<file path="config.mk">
export PLATFORM = sky130hd
export DESIGN_NAME = slot_chan_map
export DESIGN_NICKNAME = d
export VERILOG_FILES = /design/src/rtl/slot_map_pkg.sv /design/src/rtl/slot_desc_table.sv /design/src/rtl/slot_bit_mapper.sv /design/src/rtl/slot_dir_path.sv /design/src/rtl/slot_chan_map.sv
export SDC_FILE = /design/constraint.sdc
export NUM_CORES = 2
export LEC_CHECK = 0
export CORE_ASPECT_RATIO = 1.25
export CORE_MARGIN = 5
export CORE_UTILIZATION = 58
export CTS_CLUSTER_SIZE = 8
export DETAILED_ROUTE_END_ITERATION = 8
export DONT_BUFFER_PORTS = 1
export PLACE_DENSITY = 0.76
export SYNTH_ARGS = -nofsm -noshare
export SYNTH_HDL_FRONTEND = slang
export SYNTH_SLANG_ARGS = --single-unit
</file>
<file path="constraint.sdc">
create_clock -name clk -period 2.8 [get_ports clk]
set_clock_uncertainty 0.1 [all_clocks]
set_input_delay 0.42 -clock clk [delete_from_list [all_inputs] [get_ports clk]]
set_output_delay 0.42 -clock clk [all_outputs]
set_load 0.05 [all_outputs]
</file>
<file path="src/rtl/slot_map_pkg.sv">
package slot_map_pkg;
    localparam int CHAN_W        = 5;
    localparam int BITS_PER_SLOT = 8;
    localparam int BIT_IDX_W     = $clog2(BITS_PER_SLOT);
    localparam int NUM_DIRS      = 2;

    typedef struct packed {
        logic                     en;
        logic [CHAN_W-1:0]        chan;
        logic [BITS_PER_SLOT-1:0] mask;
    } slot_desc_t;
endpackage

</file>
<file path="src/rtl/slot_desc_table.sv">
module slot_desc_table
    import slot_map_pkg::*;
#(
    parameter int NUM_SLOTS = 32,
    parameter int SLOT_W    = $clog2(NUM_SLOTS)
) (
    input  logic              clk,
    input  logic              rst_n,
    input  logic              wr_en,
    input  logic [SLOT_W-1:0] wr_slot,
    input  slot_desc_t        wr_desc,
    input  logic              swap,
    input  logic [SLOT_W-1:0] rd_slot,
    output slot_desc_t        rd_desc
);
    typedef struct packed {
        slot_desc_t [NUM_SLOTS-1:0] pend;
        slot_desc_t [NUM_SLOTS-1:0] work;
    } tbl_t;

    tbl_t tbl_d, tbl_q;

    always_comb begin
        tbl_d = tbl_q;
        if (swap)  tbl_d.work          = tbl_q.pend;
        if (wr_en) tbl_d.pend[wr_slot] = wr_desc;
        // The frame-start bit already sees the pending contents.
        rd_desc = swap ? tbl_q.pend[rd_slot] : tbl_q.work[rd_slot];
    end

    always_ff @(posedge clk) begin
        if (!rst_n) tbl_q <= '0;
        else        tbl_q <= tbl_d;
    end

    // Working table only moves on a frame boundary.
    assert_work_hold_R6: assert property (@(posedge clk) disable iff (!rst_n)
        !swap |=> $stable(tbl_q.work));
    // A swap loads exactly the pending contents seen at the boundary.
    assert_work_load_R6: assert property (@(posedge clk) disable iff (!rst_n)
        swap |=> tbl_q.work == $past(tbl_q.pend));
endmodule

</file>
<file path="src/rtl/slot_bit_mapper.sv">
module slot_bit_mapper
    import slot_map_pkg::*;
(
    input  logic                 clk,
    input  logic                 rst_n,
    input  logic                 in_valid,
    input  logic                 in_data,
    input  logic [BIT_IDX_W-1:0] in_bit,
    input  slot_desc_t           desc,
    output logic                 out_valid,
    output logic [CHAN_W-1:0]    out_chan,
    output logic                 out_data
);
    typedef struct packed {
        logic              valid;
        logic [CHAN_W-1:0] chan;
        logic              data;
    } rec_t;

    rec_t rec_d, rec_q;
    logic hit;

    always_comb begin
        hit         = in_valid && desc.en && desc.mask[in_bit];
        rec_d.valid = hit;
        rec_d.chan  = hit ? desc.chan : '0;
        rec_d.data  = hit ? in_data   : 1'b0;
    end

    always_ff @(posedge clk) begin
        if (!rst_n) rec_q <= '0;
        else        rec_q <= rec_d;
    end

    assign out_valid = rec_q.valid;
    assign out_chan  = rec_q.chan;
    assign out_data  = rec_q.data;

    assert_forward_R2: assert property (@(posedge clk) disable iff (!rst_n)
        (in_valid && desc.en && desc.mask[in_bit]) |=>
            (out_valid && out_chan == $past(desc.chan) && out_data == $past(in_data)));
    assert_disabled_drop_R3: assert property (@(posedge clk) disable iff (!rst_n)
        (in_valid && !desc.en) |=> !out_valid);
    assert_mask_drop_R4: assert property (@(posedge clk) disable iff (!rst_n)
        (in_valid && !desc.mask[in_bit]) |=> !out_valid);
    assert_idle_quiet_R8: assert property (@(posedge clk) disable iff (!rst_n)
        !in_valid |=> !out_valid);
endmodule

</file>
<file path="src/rtl/slot_dir_path.sv">
module slot_dir_path
    import slot_map_pkg::*;
#(
    parameter int NUM_SLOTS = 32,
    parameter int SLOT_W    = $clog2(NUM_SLOTS)
) (
    input  logic                 clk,
    input  logic                 rst_n,
    input  logic                 wr_en,
    input  logic [SLOT_W-1:0]    wr_slot,
    input  slot_desc_t           wr_desc,
    input  logic                 frame_start,
    input  logic                 in_valid,
    input  logic [SLOT_W-1:0]    in_slot,
    input  logic [BIT_IDX_W-1:0] in_bit,
    input  logic                 in_data,
    output logic                 out_valid,
    output logic [CHAN_W-1:0]    out_chan,
    output logic                 out_data
);
    slot_desc_t cur_desc;
    logic       swap;

    assign swap = frame_start && in_valid;

    slot_desc_table #(.NUM_SLOTS(NUM_SLOTS), .SLOT_W(SLOT_W)) u_table (
        .clk     (clk),
        .rst_n   (rst_n),
        .wr_en   (wr_en),
        .wr_slot (wr_slot),
        .wr_desc (wr_desc),
        .swap    (swap),
        .rd_slot (in_slot),
        .rd_desc (cur_desc)
    );

    slot_bit_mapper u_mapper (
        .clk       (clk),
        .rst_n     (rst_n),
        .in_valid  (in_valid),
        .in_data   (in_data),
        .in_bit    (in_bit),
        .desc      (cur_desc),
        .out_valid (out_valid),
        .out_chan  (out_chan),
        .out_data  (out_data)
    );
endmodule

</file>
<file path="src/rtl/slot_chan_map.sv">
module slot_chan_map
    import slot_map_pkg::*;
#(
    parameter  int NUM_SLOTS = 32,
    localparam int SLOT_W    = $clog2(NUM_SLOTS)
) (
    input  logic              clk,
    input  logic              rst_n,
    input  logic              cfg_we,
    input  logic              cfg_dir,
    input  logic [SLOT_W-1:0] cfg_slot,
    input  logic              cfg_en,
    input  logic [4:0]        cfg_chan,
    input  logic [7:0]        cfg_mask,
    input  logic              rx_frame_start,
    input  logic              rx_valid,
    input  logic [SLOT_W-1:0] rx_slot,
    input  logic [2:0]        rx_bit,
    input  logic              rx_data,
    output logic              rx_out_valid,
    output logic [4:0]        rx_out_chan,
    output logic              rx_out_data,
    input  logic              tx_frame_start,
    input  logic              tx_valid,
    input  logic [SLOT_W-1:0] tx_slot,
    input  logic [2:0]        tx_bit,
    input  logic              tx_data,
    output logic              tx_out_valid,
    output logic [4:0]        tx_out_chan,
    output logic              tx_out_data
);
    slot_desc_t                 cfg_desc;
    logic [NUM_DIRS-1:0]        fs_a, vl_a, dat_a, ov_a, od_a;
    logic [SLOT_W-1:0]          slot_a [NUM_DIRS];
    logic [BIT_IDX_W-1:0]       bit_a  [NUM_DIRS];
    logic [CHAN_W-1:0]          oc_a   [NUM_DIRS];

    assign cfg_desc = '{en: cfg_en, chan: cfg_chan, mask: cfg_mask};

    assign fs_a   = {tx_frame_start, rx_frame_start};
    assign vl_a   = {tx_valid, rx_valid};
    assign dat_a  = {tx_data, rx_data};
    assign slot_a[0] = rx_slot;
    assign slot_a[1] = tx_slot;
    assign bit_a[0]  = rx_bit;
    assign bit_a[1]  = tx_bit;

    for (genvar d = 0; d < NUM_DIRS; d++) begin : g_dir
        slot_dir_path #(.NUM_SLOTS(NUM_SLOTS), .SLOT_W(SLOT_W)) u_path (
            .clk         (clk),
            .rst_n       (rst_n),
            .wr_en       (cfg_we && (cfg_dir == d[0])),
            .wr_slot     (cfg_slot),
            .wr_desc     (cfg_desc),
            .frame_start (fs_a[d]),
            .in_valid    (vl_a[d]),
            .in_slot     (slot_a[d]),
            .in_bit      (bit_a[d]),
            .in_data     (dat_a[d]),
            .out_valid   (ov_a[d]),
            .out_chan    (oc_a[d]),
            .out_data    (od_a[d])
        );
    end

    assign rx_out_valid = ov_a[0];
    assign rx_out_chan  = oc_a[0];
    assign rx_out_data  = od_a[0];
    assign tx_out_valid = ov_a[1];
    assign tx_out_chan  = oc_a[1];
    assign tx_out_data  = od_a[1];

    assert_reset_quiet_R1: assert property (@(posedge clk)
        !rst_n |=> (!rx_out_valid && !tx_out_valid));
endmodule

</file>
Yosys cells after proc, flatten, opt, wreduce, memory -nomap -nowiden
Cells that the tools add are included.
Widths: inputs -> output; s select.
- word-level logic and storage cells: 426
- output and inout port bits: 14
- flip-flop bits (word level): 1806
- input bits: 45
- reduce and logical (&&, ||, !) cells: 11
- bitwise logic cells: 1
- multiplexer cells: 18
- magnitude comparators: 6
- operator list (operator ; number):
    $bwmux 448 ; 2
    $bmux 14 s5 ; 4
    $mux 14 ; 7
    $demux 14 s5 ; 1
    $lt 5x6->1 const B ; 3
    $logic_and 1x1->1 ; 9
    $lt 3x4->1 const B ; 2
    $bmux 1 s3 ; 2
    $ge 5x1->1 const B ; 1
    $reduce_and 2->1 ; 2
    $mux 1 ; 2
    $not 1->1 ; 1

Logic depth before layout (Yosys ltp)
- depth after elaboration: 7
- gate-level depth with buffers: 13
- mapped depth without buffers: 7

By module
From an unflattened synthesis, not the netlist that was laid out.
- cell total of the unflattened synthesis: 8120
- area total of the unflattened synthesis: 82188.8 um^2
- by module, submodules not included (module ; cells each ; instances ; area each (um^2) ; sequential area each (um^2)):
    slot_desc_table at g_dir[0].u_path.u_table ; 4027 ; 1 ; 40725.3 ; 17937.2
    slot_desc_table at g_dir[1].u_path.u_table ; 4027 ; 1 ; 40721.6 ; 17937.2
    slot_bit_mapper ; 31 ; 2 ; 356.6 ; 140.1
    slot_chan_map ; 2 ; 1 ; 16.3 ; 0.0
    slot_dir_path ; 1 ; 2 ; 6.3 ; 0.0

Worst setup path before layout
Ideal clock, no wire load.
- path kind: input to register
- start: input rx_slot[1]
- end: register g_dir[0].u_path.u_mapper.rec_q (netlist bit g_dir[0].u_path.u_mapper.out_chan[0])
- buffers on the path: 2
- slack: -38 ps
- stages on the path: 8
- library setup time: 132 ps
- data required time: 2568 ps
- arrival time: 2606 ps
- cell sequence: buf_2 buf_1 mux4_2 mux4_2 mux4_2 or2_0 nand4_2 a211oi_1
- cells in the longest elaborated chain, start to end: 7
- elaborated cells between the ends (all ways): 10
- classes of those cells: 7 x mux; 3 x reduce/logical
- RTL lines (element ; RTL line ; source):
    start: declaration ; slot_chan_map.sv:17 ; input logic [SLOT_W-1:0] rx_slot,
    $bmux 14 s5 ; slot_desc_table.sv:28 ; rd_desc = swap ? tbl_q.pend[rd_slot] : tbl_q.work[rd_slot];
    $mux 14 (not written as such) ; slot_desc_table.sv:28 ;
    $mux 14 * ; slot_desc_table.sv:28 ;
    $bmux 1 s3 ; slot_bit_mapper.sv:24 ; hit = in_valid && desc.en && desc.mask[in_bit];
    $mux 1 (not written as such) ; slot_bit_mapper.sv:24 ;
    $logic_and 1x1->1 ; slot_bit_mapper.sv:24 ;
    $reduce_and 2->1 (no source line) ; -- ;
    end signal: assignment ; slot_bit_mapper.sv:32 ; else rec_q <= rec_d;
    end: declaration ; slot_bit_mapper.sv:20 ; rec_t rec_d, rec_q;
Mark *: on every way between the ends. The rest lies on a longest branch, timed or not. The select of a mux whose other input is x is not followed.
A chain may end at the register's enable or synchronous reset.

Worst setup path after layout
- start: input rst_n
- end: register g_dir[0].u_path.u_mapper.rec_q (netlist bit g_dir[0].u_path.u_mapper.out_data)
- cells in the longest elaborated chain, start to end: 1
- RTL lines (element ; RTL line ; source):
    start: declaration ; slot_chan_map.sv:8 ; input logic rst_n,
    $reduce_and 2->1 (no source line) ; -- ;
No other way between the ends.

==> results.sh <==
export IMPL_crit_fanout=1605
export IMPL_vias=75830
export IMPL_route_antenna_remaining_nets=0
export IMPL_cts_tree="yes"
export IMPL_layout_drive_gt1_share_pct=9.122
export IMPL_dr_wl_met2_mm=131.0
export IMPL_crit_family="simple AND/OR/NAND/NOR gates"
export IMPL_area_delta_synth_final_pct=30.34
export IMPL_synth_distinct_cells=61
export IMPL_cts_buffers_inserted=275
export IMPL_synthFlopType="dfxtp_1"
export IMPL_setup_viol=1460
export IMPL_grt_max_degree=1606
export IMPL_drt_pre_antenna_iters=6
export IMPL_cp_arrival_ns=7.68
export IMPL_initial_core_util_pct=58.40
export IMPL_nFillCells=8545
export IMPL_drtIter0Drc=8465
export IMPL_total_power_mw=57.24
export IMPL_synth_edf_count=0
export IMPL_cts_sinks=1806
export IMPL_crit_type="primary input to flop"
export IMPL_track_usage_pct=37.56
export IMPL_grt_pass1_vias=79440
export IMPL_synth_compound_area_share_pct=18.26
export IMPL_cp_slowest_cell="and2_1"
export IMPL_fin_crit_sh_pct=250.9
export IMPL_gr_total_overflow=0
export IMPL_fmax_ghz=0.1424
export IMPL_rsz0062_at_grt="no"
export IMPL_routed_via_density=6.109
export IMPL_layout_commonest_cell="nand2_1"
export IMPL_io_pins=59
export IMPL_row_count=153
export IMPL_synth_simple_gate_area_share_pct=18.99
export IMPL_drc=0
export IMPL_hold_viol=0
export IMPL_drv_cap=0
export IMPL_regArea_sq_um=36150
export IMPL_tightest_slew_ns=8.236
export IMPL_antenna_found_initial=4
export IMPL_routed_wl_mm=284.1
export IMPL_power_density_nw_per_um2=540.3
export IMPL_dieArea_sq_um=147800
export IMPL_critPathCaptureType="flop"
export IMPL_syn_avg_cell_area_sq_um=8.817
export IMPL_final_util_pct=76.12
export IMPL_yosys_warnings=0
export IMPL_seq_area_frac_synth_pct=44.48
export IMPL_clk_pin_slew_worst_paths_ns=0.05
export IMPL_synthesis_area_sq_um=81280
export IMPL_io_buffers=0
export IMPL_post_place_ws_ns=-0.2365
export IMPL_cp_required_ns=3.46
export IMPL_path_buf_inv=1
export IMPL_fin_tns_setup_ns=-3066.37
export IMPL_highest_layer="met5"
export IMPL_dieHeight_um=428.5
export IMPL_core_area_sq_um=139200
export IMPL_met3WireLength_mm=28.43
export IMPL_period_needed_ns=7.024
export IMPL_cts_root_buf="clkbuf_16"
export IMPL_htree_levels=5
export IMPL_cp_slowest_stage_delay_ns=2.47
export IMPL_final_nets=10580
export IMPL_slew_limit_headroom_pct=-449.1
export IMPL_multiInputGateArea_sq_um=41840
export IMPL_dp_hpwl_mm=141.5
export IMPL_hold_class="primary input to flop"
export IMPL_setup_slack_ns=-4.224
export IMPL_wl_per_cell_um=22.89
export IMPL_syn_nets=9263
export IMPL_place_gp_congestion=0.9608
export IMPL_critical_path_cell_chain="and2_1 -> nand2_1 -> dlygate4sd3_1 -> a211oi_1"
export IMPL_clockBufferDepth=4
export IMPL_ys_ff_latch=1806
export IMPL_synth_async_reset_ratio_pct=0
export IMPL_ir_drop_uv=642.0
export IMPL_insertion_delay_ns=0.90
export IMPL_grt_pass1_wl_mm=438.0
export IMPL_die_w_um=344.8
export IMPL_most_common_layout_cells="3729 x nand2_1, 1806 x dfxtp_1, 1794 x a21boi_0, 1645 x dlygate4sd3_1, 443 x mux4_2"
export IMPL_netlist_instances=9218
export IMPL_synth_area_mux_share_pct=14.20
export IMPL_violations="max-slew violations, negative setup slack"
export IMPL_synthAdderAreaFrac_pct=0
export IMPL_finalMaxSlewViolations=1539
export IMPL_wl_met1_mm=98.81
export IMPL_synth_top_family_by_area="simple AND/OR/NAND/NOR gates"
export IMPL_r2r_setup_slack_ns=0.02
export IMPL_run_status="finished, violations left"
export IMPL_synth_xor_area_share_pct=0
export IMPL_start_kind="primary input"
export IMPL_total_leakage_power_nw=39.86
-- cell usage after synthesis, types with 3 or more instances --
| cell type | n | share of area (%) |
|---|---|---|
| nand2_1 | 3731 | 17 |
| dfxtp_1 | 1806 | 44 |
| a21boi_0 | 1794 | 17 |
| clkbuf_1 | 669 | 3.1 |
| mux4_2 | 443 | 12 |
| mux2i_1 | 137 | 1.7 |
| nor2_1 | 111 | 0.51 |
| buf_2 | 65 | 0.40 |
| a22oi_1 | 54 | 0.50 |
| buf_4 | 36 | 0.33 |
| a21oi_1 | 33 | 0.20 |
| nand3_1 | 33 | 0.20 |
| buf_1 | 29 | 0.13 |
| nand4_1 | 26 | 0.20 |
| nor2b_1 | 24 | 0.18 |
| o22ai_1 | 21 | 0.16 |
| o21ai_0 | 20 | 0.12 |
| mux2_2 | 16 | 0.22 |
| nor3_1 | 16 | 0.099 |
| nand2b_1 | 14 | 0.11 |
| and2_1 | 12 | 0.092 |
| o211ai_1 | 12 | 0.11 |
| a211oi_1 | 8 | 0.074 |
| a31oi_1 | 8 | 0.062 |
| or2_2 | 7 | 0.054 |
| inv_1 | 6 | 0.028 |
| nand3b_1 | 6 | 0.055 |
| and3_1 | 5 | 0.038 |
| buf_6 | 5 | 0.069 |
| o221ai_1 | 5 | 0.054 |
| or3_1 | 5 | 0.038 |
| a221oi_1 | 4 | 0.043 |
| a32oi_1 | 4 | 0.043 |
| nor4_1 | 4 | 0.031 |
| o2111ai_1 | 4 | 0.043 |
| a2111oi_0 | 3 | 0.032 |
| a22o_1 | 3 | 0.032 |
| a311oi_1 | 3 | 0.032 |
| and3b_1 | 3 | 0.032 |
| inv_2 | 3 | 0.014 |
| o21ai_1 | 3 | 0.018 |
-- cells by family (layout without fill, tap and decap cells) --
family / Yosys count / after routing
flops: 1806 / 1806
buf+inv: 813 / 2141
other cells: 0 / 7
simple gates: 4008 / 4008
mux: 597 / 597
compound gates: 1994 / 1994
-- tightest hold or removal path, stage by stage --
cell and delay, ns:
nor3_1 0.03, nand3_1 0.11, a31oi_1 0.12, nand3_1 0.23
a21oi_1 0.10
-- metrics by stage --
stage	instance area, sq um	instances	hold WS, ns
floorplan	81290	9218	0.3389
global placement	81900	10460	0.3470
detailed placement	81900	10460	0.3540
CTS	105900	12410	0.0008415
global route	105900	12410	0.08564
finish	105900	12410	0.05015
-- per-layer routing --
metal	up-vias	GRT usage [%]
met5	-	0
met1	36580	43.21
met4	2	29.09
met2	4356	60.19
met3	1378	8.883
li1	33520	-
-- power breakdown --
| group | total [mW] | switching (mW) | internal, mW |
|---|---|---|---|
| Combinational | 2.70 | 1.38 | 1.32 |
| Clock | 28.7 | 11.0 | 17.6 |
| Sequential | 25.9 | 0.0598 | 25.8 |
-- path summary, 6_finish.rpt --
| check | start | to | depth (start not counted) |
|---|---|---|---|
| hold reg to reg | g_dir[1].u_path.u_table.tbl_q[233] | g_dir[1].u_path.u_table.tbl_q[233] | 2 |
| setup / recovery | rst_n | g_dir[0].u_path.u_mapper.out_data | 4 |
| setup reg to reg | g_dir[1].u_path.u_table.tbl_q[489] | g_dir[1].u_path.u_mapper.out_valid | 7 |
| hold / removal | tx_bit[2] | g_dir[1].u_path.u_mapper.out_data | 5 |
-- registers in the layout, summed over array words and instances (netlist names) --
signal / flops
g_dir.u_path.u_mapper.out_data: 2
g_dir.u_path.u_mapper.out_chan: 10
g_dir.u_path.u_mapper.out_valid: 2
g_dir.u_path.u_table.tbl_q: 1792
-- layout make-up --
cell class	count	share of cell area (%)
antenna	7	0.01654
clock buffer	284	6.698
clock inverter	2	0.01654
inverter	9	0.03189
multi-input combinational	6599	39.49
sequential	1806	34.13
tap	1860	2.197
timing repair buffer	1846	17.42
-- what timing repair did --
item                                    in CTS  in global routing
buffers inserted                             0                  0
hold endpoints to repair                  1806                  0
gates resized for setup                      0                  2
hold buffers                              1661                  0
endpoints found under the setup margin       0                  4
Note: power is estimated with default switching activity, not from simulation.
